[config.mk]
export PLATFORM = sky130hd
export DESIGN_NAME = branch_predictor
export DESIGN_NICKNAME = d
export VERILOG_FILES = /design/src/rtl/bp_pkg.sv /design/src/rtl/bp_ctr_next.sv /design/src/rtl/bp_table.sv /design/src/rtl/bp_resolve.sv /design/src/rtl/branch_predictor.sv
export SDC_FILE = /design/constraint.sdc
export NUM_CORES = 2
export LEC_CHECK = 0
export BUFFER_PORTS_ARGS = -buffer_cell sky130_fd_sc_hd__buf_4
export CAP_MARGIN = 25
export CORE_MARGIN = 2
export CORE_UTILIZATION = 54
export CTS_CLUSTER_DIAMETER = 60
export CTS_CLUSTER_SIZE = 40
export DETAILED_ROUTE_END_ITERATION = 6
export PLACE_DENSITY = 0.73
export SLEW_MARGIN = 10
export SYNTH_ARGS = -nofsm -noshare
export SYNTH_HDL_FRONTEND = slang
export SYNTH_SLANG_ARGS = --single-unit
[constraint.sdc]
create_clock -name clk -period 6.85 [get_ports clk]
set_clock_uncertainty 0.2 [all_clocks]
set_input_delay 0.3425 -clock clk [delete_from_list [all_inputs] [get_ports clk]]
set_output_delay 0.3425 -clock clk [all_outputs]
set_load 0.02 [all_outputs]
[src/rtl/bp_pkg.sv]
package bp_pkg;

  typedef logic [1:0] ctr_t;

  localparam ctr_t CTR_MIN    = 2'b00;
  localparam ctr_t CTR_WEAK_T = 2'b10;
  localparam ctr_t CTR_MAX    = 2'b11;

  // Saturating step of the hysteresis counter; MSB is the taken prediction
  function automatic ctr_t ctr_step(input ctr_t c, input logic taken);
    if (taken) return (c == CTR_MAX) ? c : ctr_t'(c + 2'd1);
    else       return (c == CTR_MIN) ? c : ctr_t'(c - 2'd1);
  endfunction

endpackage

[src/rtl/bp_ctr_next.sv]
module bp_ctr_next
  import bp_pkg::*;
(
  input  ctr_t cur,
  input  logic hit,
  input  logic taken,
  output ctr_t nxt
);

  always_comb begin
    if (!hit) nxt = CTR_WEAK_T;       // fresh allocation
    else      nxt = ctr_step(cur, taken);
  end

endmodule

[src/rtl/bp_table.sv]
module bp_table
  import bp_pkg::*;
#(
  parameter int ADDR_W  = 32,
  parameter int ENTRIES = 64
) (
  input  logic              clk,
  input  logic              rst,
  input  logic              rd_en,
  input  logic [ADDR_W-3:0] rd_addr,
  output logic              rd_taken,
  output logic [ADDR_W-1:0] rd_tgt,
  input  logic              wr_en,
  input  logic [ADDR_W-3:0] wr_addr,
  input  logic              wr_taken,
  input  logic [ADDR_W-1:0] wr_tgt
);

  localparam int IDX_W = $clog2(ENTRIES);
  localparam int TAG_W = ADDR_W - 2 - IDX_W;

  logic             valid_q [ENTRIES];
  logic [TAG_W-1:0] tag_q   [ENTRIES];
  ctr_t             ctr_q   [ENTRIES];
  logic [ADDR_W-1:0] tgt_mem [ENTRIES];

  logic [IDX_W-1:0] rd_idx, wr_idx;
  logic [TAG_W-1:0] rd_tag, wr_tag;

  assign rd_idx = rd_addr[IDX_W-1:0];
  assign rd_tag = rd_addr[ADDR_W-3:IDX_W];
  assign wr_idx = wr_addr[IDX_W-1:0];
  assign wr_tag = wr_addr[ADDR_W-3:IDX_W];

  // Update side: read-modify-write of the small per-entry state
  logic wr_hit, entry_we, tgt_we, wr_alloc;
  ctr_t ctr_new;

  assign wr_hit   = valid_q[wr_idx] && (tag_q[wr_idx] == wr_tag);
  assign entry_we = wr_en && (wr_hit || wr_taken);
  assign tgt_we   = wr_en && wr_taken;
  assign wr_alloc = wr_en && !wr_hit && wr_taken;

  bp_ctr_next u_ctr (
    .cur   (ctr_q[wr_idx]),
    .hit   (wr_hit),
    .taken (wr_taken),
    .nxt   (ctr_new)
  );

  always_ff @(posedge clk) begin
    if (rst) begin
      for (int e = 0; e < ENTRIES; e++) valid_q[e] <= 1'b0;
    end else if (entry_we) begin
      valid_q[wr_idx] <= 1'b1;
      tag_q[wr_idx]   <= wr_tag;
      ctr_q[wr_idx]   <= ctr_new;
    end
  end

  // Lookup side: registered, sees pre-edge contents (read-first)
  logic rd_taken_q;
  always_ff @(posedge clk) begin
    if (rst) rd_taken_q <= 1'b0;
    else if (rd_en)
      rd_taken_q <= valid_q[rd_idx] && (tag_q[rd_idx] == rd_tag) && ctr_q[rd_idx][1];
  end

  // Destination store: one write and one synchronous read port, no reset
  logic [ADDR_W-1:0] rd_tgt_q;
  always_ff @(posedge clk) begin
    if (tgt_we) tgt_mem[wr_idx] <= wr_tgt;
    if (rd_en)  rd_tgt_q <= tgt_mem[rd_idx];
  end

  assign rd_taken = rd_taken_q;
  assign rd_tgt   = rd_tgt_q;

  AST_ALLOC_WEAK: assert property (@(posedge clk) disable iff (rst)
    wr_alloc |=> valid_q[$past(wr_idx)] && (ctr_q[$past(wr_idx)] == CTR_WEAK_T));
  AST_NT_MISS_KEEP: assert property (@(posedge clk) disable iff (rst)
    (wr_en && !wr_hit && !wr_taken && !rst)
      |=> (valid_q[$past(wr_idx)] == $past(valid_q[wr_idx]))
       && (tag_q[$past(wr_idx)] == $past(tag_q[wr_idx])));
  AST_SAT_HIGH: assert property (@(posedge clk) disable iff (rst)
    (wr_en && wr_hit && wr_taken && ctr_q[wr_idx] == CTR_MAX)
      |=> ctr_q[$past(wr_idx)] == CTR_MAX);
  AST_SAT_LOW: assert property (@(posedge clk) disable iff (rst)
    (wr_en && wr_hit && !wr_taken && ctr_q[wr_idx] == CTR_MIN)
      |=> ctr_q[$past(wr_idx)] == CTR_MIN);

endmodule

[src/rtl/bp_resolve.sv]
module bp_resolve #(
  parameter int ADDR_W = 32
) (
  input  logic              clk,
  input  logic              rst,
  input  logic              upd_valid,
  input  logic [ADDR_W-1:0] upd_pc,
  input  logic              upd_taken,
  input  logic [ADDR_W-1:0] upd_target,
  input  logic [ADDR_W-1:0] upd_pred_next,
  output logic              mispredict,
  output logic [ADDR_W-1:0] redirect_pc
);

  logic [ADDR_W-1:0] actual_next;
  assign actual_next = upd_taken ? upd_target : upd_pc + ADDR_W'(4);

  always_ff @(posedge clk) begin
    if (rst) begin
      mispredict  <= 1'b0;
      redirect_pc <= '0;
    end else begin
      mispredict  <= upd_valid && (actual_next != upd_pred_next);
      redirect_pc <= actual_next;
    end
  end

  AST_MISP_AFTER_UPD: assert property (@(posedge clk) disable iff (rst)
    mispredict |-> $past(upd_valid));
  AST_MISP_DIFFERS: assert property (@(posedge clk) disable iff (rst)
    mispredict |-> redirect_pc != $past(upd_pred_next));

endmodule

[src/rtl/branch_predictor.sv]
module branch_predictor #(
  parameter int ADDR_W  = 32,
  parameter int ENTRIES = 64
) (
  input  logic              clk,
  input  logic              rst,
  input  logic              fetch_valid,
  input  logic [ADDR_W-1:0] fetch_pc,
  output logic              pred_valid,
  output logic              pred_taken,
  output logic [ADDR_W-1:0] pred_next_pc,
  input  logic              upd_valid,
  input  logic [ADDR_W-1:0] upd_pc,
  input  logic              upd_taken,
  input  logic [ADDR_W-1:0] upd_target,
  input  logic [ADDR_W-1:0] upd_pred_next,
  output logic              mispredict,
  output logic [ADDR_W-1:0] redirect_pc
);

  logic              tbl_taken;
  logic [ADDR_W-1:0] tbl_tgt;
  logic [ADDR_W-1:0] seq_q;
  logic              pv_q;

  bp_table #(.ADDR_W(ADDR_W), .ENTRIES(ENTRIES)) u_table (
    .clk      (clk),
    .rst      (rst),
    .rd_en    (fetch_valid),
    .rd_addr  (fetch_pc[ADDR_W-1:2]),
    .rd_taken (tbl_taken),
    .rd_tgt   (tbl_tgt),
    .wr_en    (upd_valid),
    .wr_addr  (upd_pc[ADDR_W-1:2]),
    .wr_taken (upd_taken),
    .wr_tgt   (upd_target)
  );

  bp_resolve #(.ADDR_W(ADDR_W)) u_resolve (
    .clk           (clk),
    .rst           (rst),
    .upd_valid     (upd_valid),
    .upd_pc        (upd_pc),
    .upd_taken     (upd_taken),
    .upd_target    (upd_target),
    .upd_pred_next (upd_pred_next),
    .mispredict    (mispredict),
    .redirect_pc   (redirect_pc)
  );

  always_ff @(posedge clk) begin
    if (rst) begin
      pv_q  <= 1'b0;
      seq_q <= '0;
    end else begin
      pv_q <= fetch_valid;
      if (fetch_valid) seq_q <= fetch_pc + ADDR_W'(4);
    end
  end

  assign pred_valid   = pv_q;
  assign pred_taken   = tbl_taken;
  assign pred_next_pc = tbl_taken ? tbl_tgt : seq_q;

  AST_PRED_FOLLOWS: assert property (@(posedge clk) disable iff (rst)
    fetch_valid |=> pred_valid);
  AST_PRED_IDLE: assert property (@(posedge clk) disable iff (rst)
    !fetch_valid |=> !pred_valid);
  AST_NT_SEQ: assert property (@(posedge clk) disable iff (rst)
    (pred_valid && !pred_taken) |-> pred_next_pc == $past(fetch_pc) + ADDR_W'(4));

endmodule

Word-level counts from Yosys, hierarchy flattened
Memories as Yosys holds them, arrays and structs flattened. A register that Yosys moved wholly into a read port is not among the register bits.
Cells that the tools add are included.
{"block": "classes", "n_reduce_logical": 9, "n_addsub": 4, "n_eq_ne": 4, "n_mux": 16}
{"cell": "$add A32 B3 Y32 const B", "n": 2}
{"cell": "$mux W32", "n": 2}
{"cell": "$eq A24 B24 Y1", "n": 2}
{"cell": "$ne A32 B32 Y1", "n": 1}
{"cell": "$mux W1", "n": 9}
{"cell": "$mux W2", "n": 4}
{"cell": "$logic_and A1 B1 Y1", "n": 6}
{"cell": "$mux W6", "n": 1}
{"cell": "$add A2 B1 Y2 const B", "n": 1}
{"cell": "$eq A2 B2 Y1 const B", "n": 1}
{"cell": "$logic_not A2 Y1", "n": 1}
{"cell": "$sub A2 B1 Y2 const B", "n": 1}
{"cell": "$logic_or A1 B1 Y1", "n": 1}
{"cell": "$reduce_or A1 Y1", "n": 1}
{"block": "totals", "ff_bits": 67, "wordCells": 42, "out_inout_bits": 67, "n_memories": 4, "mem_bits_rw": 3776}
{"memory": "u_table.tgt_mem", "words": 64, "width": 32, "read_ports": 1, "rd_ports_with_merged_regs": 1, "write_ports": 1, "line": "bp_table.sv:25", "text": "logic [ADDR_W-1:0] tgt_mem [ENTRIES];"}
{"memory": "u_table.tag_q", "words": 64, "width": 24, "read_ports": 2, "rd_ports_with_merged_regs": 0, "write_ports": 1, "line": "bp_table.sv:23", "text": "logic [TAG_W-1:0] tag_q [ENTRIES];"}
{"memory": "u_table.ctr_q", "words": 64, "width": 2, "read_ports": 2, "rd_ports_with_merged_regs": 0, "write_ports": 1, "line": "bp_table.sv:24", "text": "ctr_t ctr_q [ENTRIES];"}
{"memory": "u_table.valid_q", "words": 64, "width": 1, "read_ports": 2, "rd_ports_with_merged_regs": 0, "write_ports": 64, "line": "bp_table.sv:22", "text": "logic valid_q [ENTRIES];"}

Logic depth before layout (Yosys ltp)
An unclocked memory read counts as a cell.
{"block": "logic_depth", "depth_word": 10, "depth_mapped": 18}

Cells and area by module
Synthesis repeated with hierarchy kept, for this count alone.
{"block": "hier_totals", "hier_cells": 8320, "hier_area_um2": 163840.9}
{"module": "bp_table", "n_inst": 1, "cells_each": 7684, "area_each_um2": 158766.0}
{"module": "bp_resolve", "n_inst": 1, "cells_each": 375, "area_each_um2": 2849.0}
{"module": "branch_predictor", "n_inst": 1, "cells_each": 255, "area_each_um2": 2195.9}
{"module": "bp_ctr_next", "n_inst": 1, "cells_each": 6, "area_each_um2": 30.0}

Least setup slack after synthesis
No wires, ideal clock.
{"block": "synth_path", "kind": "input to register", "startpoint": "input port upd_pc[2]", "endpoint": "memory u_table.ctr_q[0][0] (netlist name) (data pin)", "path_stages": 15, "path_buffers": 7, "setup_time_ns": 0.723, "path_slack_ns": 0.218, "arrival_time_ns": 5.708, "cell_sequence": "buf_6 -> buf_6 -> buf_4 -> buf_4 -> buf_4 -> buf_4 -> buf_4 -> mux2_2 -> a221oi_1 -> a21oi_1 -> a221oi_1 -> o221ai_1 -> nor4b_1 -> o21ai_0 -> a21boi_0"}
{"block": "synth_via", "elab_chain_len": 5}
{"item": "start, declared", "line": "branch_predictor.sv:13", "text": "input logic [ADDR_W-1:0] upd_pc,"}
{"item": "$mem_v2 Z64 W2"}
{"item": "$sub A2 B1 Y2 (tied with other cells)", "line": "bp_pkg.sv:12", "text": "else return (c == CTR_MIN) ? c : ctr_t'(c - 2'd1);"}
{"item": "$mux W2, on equally long branches", "line": "bp_pkg.sv:12, bp_pkg.sv:11"}
{"item": "$mux W2", "line": "bp_pkg.sv:11", "text": "if (taken) return (c == CTR_MAX) ? c : ctr_t'(c + 2'd1);"}
{"item": "$mux W2 *", "line": "bp_ctr_next.sv:11", "text": "if (!hit) nxt = CTR_WEAK_T;"}
{"item": "via u_table.ctr_new[0]", "line": "bp_table.sv:37", "text": "ctr_t ctr_new;"}
{"item": "end, declared", "line": "bp_table.sv:24"}
The timed path passes the listed nets; every way through them passes the cells marked *.

Final worst setup path
{"block": "layout_path", "startpoint": "input port upd_pc[3]", "endpoint": "memory u_table.tag_q[9][19] (netlist name) (enable)"}
{"block": "layout_via", "elab_chain_len": 8}
{"item": "$mem_v2 Z64 W24"}
{"item": "$eq A24 B24 Y1", "line": "bp_table.sv:39", "text": "assign wr_hit = valid_q[wr_idx] && (tag_q[wr_idx] == wr_tag);"}
{"item": "$logic_and A1 B1 Y1", "line": "bp_table.sv:39"}
{"item": "$logic_or A1 B1 Y1", "line": "bp_table.sv:40", "text": "assign entry_we = wr_en && (wr_hit || wr_taken);"}
{"item": "$logic_and A1 B1 Y1", "line": "bp_table.sv:40"}
{"item": "$mux W1", "line": "bp_table.sv:54", "text": "end else if (entry_we) begin"}
{"item": "$mux W1", "line": "bp_table.sv:52", "text": "if (rst) begin"}
{"item": "$mux W1 (not written as such)", "line": "bp_table.sv:56", "text": "tag_q[wr_idx] <= wr_tag;"}
{"item": "end, declared", "line": "bp_table.sv:23"}
Parallel ways exist; a longest one is shown, timed or not.

==> results.md <==
| Metric | This run | Unit |
| --- | --- | --- |
| Setup slack of the critical path after layout | 1.026 | ns |
| Maximum capacitance violations | 0 | - |
| Largest stage delay on the critical path | 1.06 | ns |
| Gate family responsible for the most delay along the worst path | simple AND/OR/NAND/NOR gates | - |
| Per-cell routed wire length | 43.41 | um |
| Share of synthesized area occupied by flip-flops and latches | 70.71 | % |
| Global router's overall resource usage | 35.56 | % |
| Number of vias per cell | 7.452 | - |
| Count of nets left with antenna violations after detail routing | 0 | - |
| Maximum operating frequency | 171.7 | MHz |
| Slew at the pin closest to its max-slew limit | 1.289 | ns |
| Cell count of the worst hold path | 2 | - |
| Floorplan core area | 299,800 | um2 |
| First DRT Iteration DRCs | 18,330 | - |
| Combinational share of power | 8.2 | % |
| Clock tree from TritonCTS | yes | - |
| Area enclosed by the die boundary | 305,700 | um2 |
| Portion of the clock cycle consumed by the worst path in the final layout | 85.03 | % |
| WL met2 | 246.9 | mm |
| Maximum level of the CTS H-tree | 4 | - |
| Synth Flop Type | sky130_fd_sc_hd__edfxtp_1 | - |
| Final hold vios | 0 | - |
| Cell leakage power | 57.68 | nW |
| Async set or reset register ratio after synthesis | 0 | % |
| Most common cell after layout, fill and taps aside | sky130_fd_sc_hd__edfxtp_1 | - |
| Class of the most critical setup path | in2reg | - |
| CP max stage cell | sky130_fd_sc_hd__nor2b_4 | - |
| Total Negative Setup Slacks | 0 | ns |
| Clock sinks | 3,875 | - |
| Port-buffer cells | 199 | - |
| Via count of the routed design | 94,080 | - |
| Worst Hold Launch | upd_pc[9] | - |
| I/O Pins | 200 | - |
| Post-layout nets | 8,558 | - |
| Power share of the clock group | 36.2 | % |
| Cell Rows | 201 | - |
| Critical path origin | upd_pc[3] | - |
| Net Count, Synth | 8,084 | - |
| Total of flip-flops plus latches after synthesis | 3,875 | - |
| Start of the worst register-to-register path | u_table.tag_q[9][13]$_DFFE_PP_ | - |
| Filler cell count | 20,470 | - |
| Final setup violation count | 0 | - |
| Maximum vdd ir drop | 0.0002967 | V |
| Warning count from the yosys run | 0 | - |
| Synthesized netlist cell count | 7,949 | - |
| X dimension of the die | 552.9 | um |
| Highest Signal Layer | met5 | - |
| Slew Limit Headroom | 13.67 | % |
| Detailed Place HPWL | 346.8 | mm |
| Antenna violations before repair | 71 | - |
| Netlist area before placement | 162,700 | um2 |
| Longest Clk Path Bufs | 4 | - |
| Final weighted congestion in routability-driven placement | 1.029 | - |
| Mean area per synthesized cell | 20.47 | um2 |
| Total power density per cell area | 256.2 | nW/um2 |
| EDFF count, synth | 3,744 | - |
| Number of buffers created by CTS | 240 | - |
| Total length of routed wires | 548.0 | mm |
| Violated checks | DRC | - |
| DP Worst Slack | 0.4530 | ns |
| Crit-path cells | buf_8 -> nor2b_4 -> a22oi_1 -> nand3_1 -> nand4_1 -> nor3_1 -> buf_4 -> xnor2_1 -> nand4_1 -> or4_1 -> o31a_2 -> buf_12 -> nor4_2 -> buf_4 | - |
| Logic depth of the worst path, buffers included | 14 | - |
| Number of max-slew violations in the final report | 0 | - |
| Area Overhead vs Synth | 12.67 | % |
| WL met1 | 180.3 | mm |
| Commonest cells after routing, fill and taps aside | sky130_fd_sc_hd__edfxtp_1 (3,744), sky130_fd_sc_hd__mux4_2 (1,299), sky130_fd_sc_hd__buf_4 (551), sky130_fd_sc_hd__mux2i_1 (325), sky130_fd_sc_hd__clkbuf_16 (244) | - |
| Arrival time of data at the critical path endpoint | 6.23 | ns |
| CP max FO | 42 | - |
| Clock network latency to the later pin of the worst-skew pair | 1.00 | ns |
| Setup repair after global routing missed its margin | no | - |
| Post-CTS Resized | 0 | - |
| Count of different cell masters after synthesis | 69 | - |
| Internal | 35.25 | mW |
| Initial core utilization | 54.28 | % |
| Critical path required time | 7.25 | ns |
| Minimum period implied by the final worst setup slack | 5.824 | ns |
| First-pass GRT wire length | 747.2 | mm |
| Cell at the root of the clock tree | sky130_fd_sc_hd__clkbuf_16 | - |
| Type of the worst min-delay path | in2reg | - |
| Sequential cell area in the final layout | 115,100 | um2 |
| Number of cells on the worst reg-to-reg path | 12 | - |
| Switching pwr | 11.72 | mW |
| Switching share of power | 24.94 | % |
| WP buf/inv | 4 | - |
| Multi-input combinational cell area | 46,000 | um2 |
| Clock-pin slew on the worst setup and hold paths | 0.09 | ns |
| Status | complete, but fails checks | - |
| Layout cells sized above 1 | 30.99 | % |
| Number of detailed-routing iterations run before antenna repair | 7 | - |
| Kind of end point of the critical path | flip-flop | - |
| Pin count of the biggest net entering global routing | 137 | - |
| Fin Hold WS | 0.05000 | ns |
| Kind of start point of the critical path | input port | - |
| Aggregate global routing overflow | 0 | - |
| Number of remaining DRC errors | 35 | - |
| Seq pwr share | 55.6 | % |
| Die Y-Extent | 552.9 | um |
| Vias in the first global route | 90,100 | - |
| Total length of routed met3 wires | 77.51 | mm |
-- flip-flops by register name, indices dropped and copies added, names as in the netlist --
| register | flops |
|---|---|
| u_table.valid_q | 64 |
| u_resolve.redirect_pc | 32 |
| u_resolve.mispredict | 1 |
| u_table.tag_q | 1536 |
| u_table.tgt_mem | 2048 |
| u_table.rd_tgt | 32 |
| seq_q | 32 |
| u_table.ctr_q | 128 |
| pred_valid | 1 |
| u_table.rd_taken | 1 |
-- through the flow --
step	cell area (um2)	util (%)	std cells	power, mW
global route	183300	61.14	12610	47.88
finish	183300	61.16	12620	46.97
global placement	172700	57.61	12000	30.26
CTS	183200	61.12	12590	46.92
detailed placement	172900	57.66	12000	30.31
floorplan	162700	-	7949	28.52
-- metal layers --
layer	vias to the layer above	track usage, %
met4	52	21.93
li1	34950	-
met2	8239	52.91
met3	1723	11.79
met1	49110	45.56
met5	-	0
-- power by group through the flow --
stage	combinational [mW]	clock, mW	sequential [mW]
6_report	3.86	17.0	26.1
5_1_grt	3.92	17.8	26.1
4_1_cts	3.75	17.1	26.1
3_5_place_dp	3.66	0	26.6
3_3_place_gp	3.62	0	26.6
2_1_floorplan	1.89	0	26.6
-- synth_stat cells (all sizes together) (5+ instances only) --
| master | instances | area (um2) |
|---|---|---|
| nor4 | 94 | 969.7 |
| nor2b | 14 | 87.58 |
| o22a | 8 | 70.07 |
| a22o | 38 | 332.8 |
| inv | 74 | 277.8 |
| clkbuf | 309 | 1160 |
| nand2 | 144 | 540.5 |
| a21oi | 93 | 465.5 |
| a211oi | 38 | 285.3 |
| or4 | 6 | 45.04 |
| and3b | 10 | 87.58 |
| xor2 | 59 | 516.8 |
| a221o | 54 | 540.5 |
| a222oi | 12 | 120.1 |
| a31oi | 17 | 106.4 |
| mux4 | 1299 | 29260 |
| nor3 | 26 | 130.1 |
| nor3b | 6 | 45.04 |
| a221oi | 113 | 989.7 |
| a211o | 5 | 43.79 |
| dfxtp | 131 | 2623 |
| o22ai | 154 | 963.4 |
| nand2b | 15 | 93.84 |
| buf | 268 | 1434 |
| xnor2 | 74 | 648.1 |
| o21ai | 91 | 455.4 |
| o2bb2ai | 17 | 148.9 |
| and2 | 8 | 50.05 |
| o31ai | 5 | 37.54 |
| a32oi | 8 | 70.07 |
| or3b | 12 | 105.1 |
| mux2i | 325 | 3253 |
| a311oi | 9 | 78.83 |
| a22oi | 142 | 1066 |
| mux2 | 89 | 1002 |
| and3 | 18 | 112.6 |
| nand4 | 29 | 181.4 |
| nor2 | 223 | 837.1 |
| edfxtp | 3744 | 112400 |
| nand3 | 97 | 485.5 |
| o211ai | 12 | 90.09 |
| or3 | 8 | 50.05 |
| o221ai | 9 | 78.83 |
| nand3b | 10 | 75.07 |
-- cell families (layout without fill, tap and decap cells) --
group	Yosys count	count (layout)	share of synthesized area, %
other cells	0	32	0
flops	3875	3875	70.71
compound gates	846	846	3.766
buf+inv	652	1337	1.767
simple gates	727	727	2.428
xor+xnor	133	133	0.7159
mux	1713	1713	20.60
fa+ha+maj	3	3	0.02153
-- worst paths after layout --
kind / to / slack [ns]
worst max-delay path: u_table.tag_q[9][19]$_DFFE_PP_ / 1.03
worst min-delay path: u_table.tag_q[59][1]$_DFFE_PP_ / 0.05
worst max register to register: u_table.tag_q[9][19]$_DFFE_PP_ / 1.42
worst min register to register: seq_q[2]$_SDFFE_PP0P_ / 0.29
-- layout make-up --
type,instances,area share (%)
inverter,75,0.1563
sequential,3875,62.76
timing repair buffer,809,4.329
clock buffer,251,3.345
tap,3958,2.701
antenna,32,0.04368
multi-input combinational,3422,25.09
clock inverter,202,1.577
-- what timing repair did --
action | 4_1_cts | 5_1_grt
setup buffers | 0 | 0
hold endpoints to repair | 3028 | 0
hold buffers | 134 | 0
No activity file was read; power rests on OpenSTA's default activity.
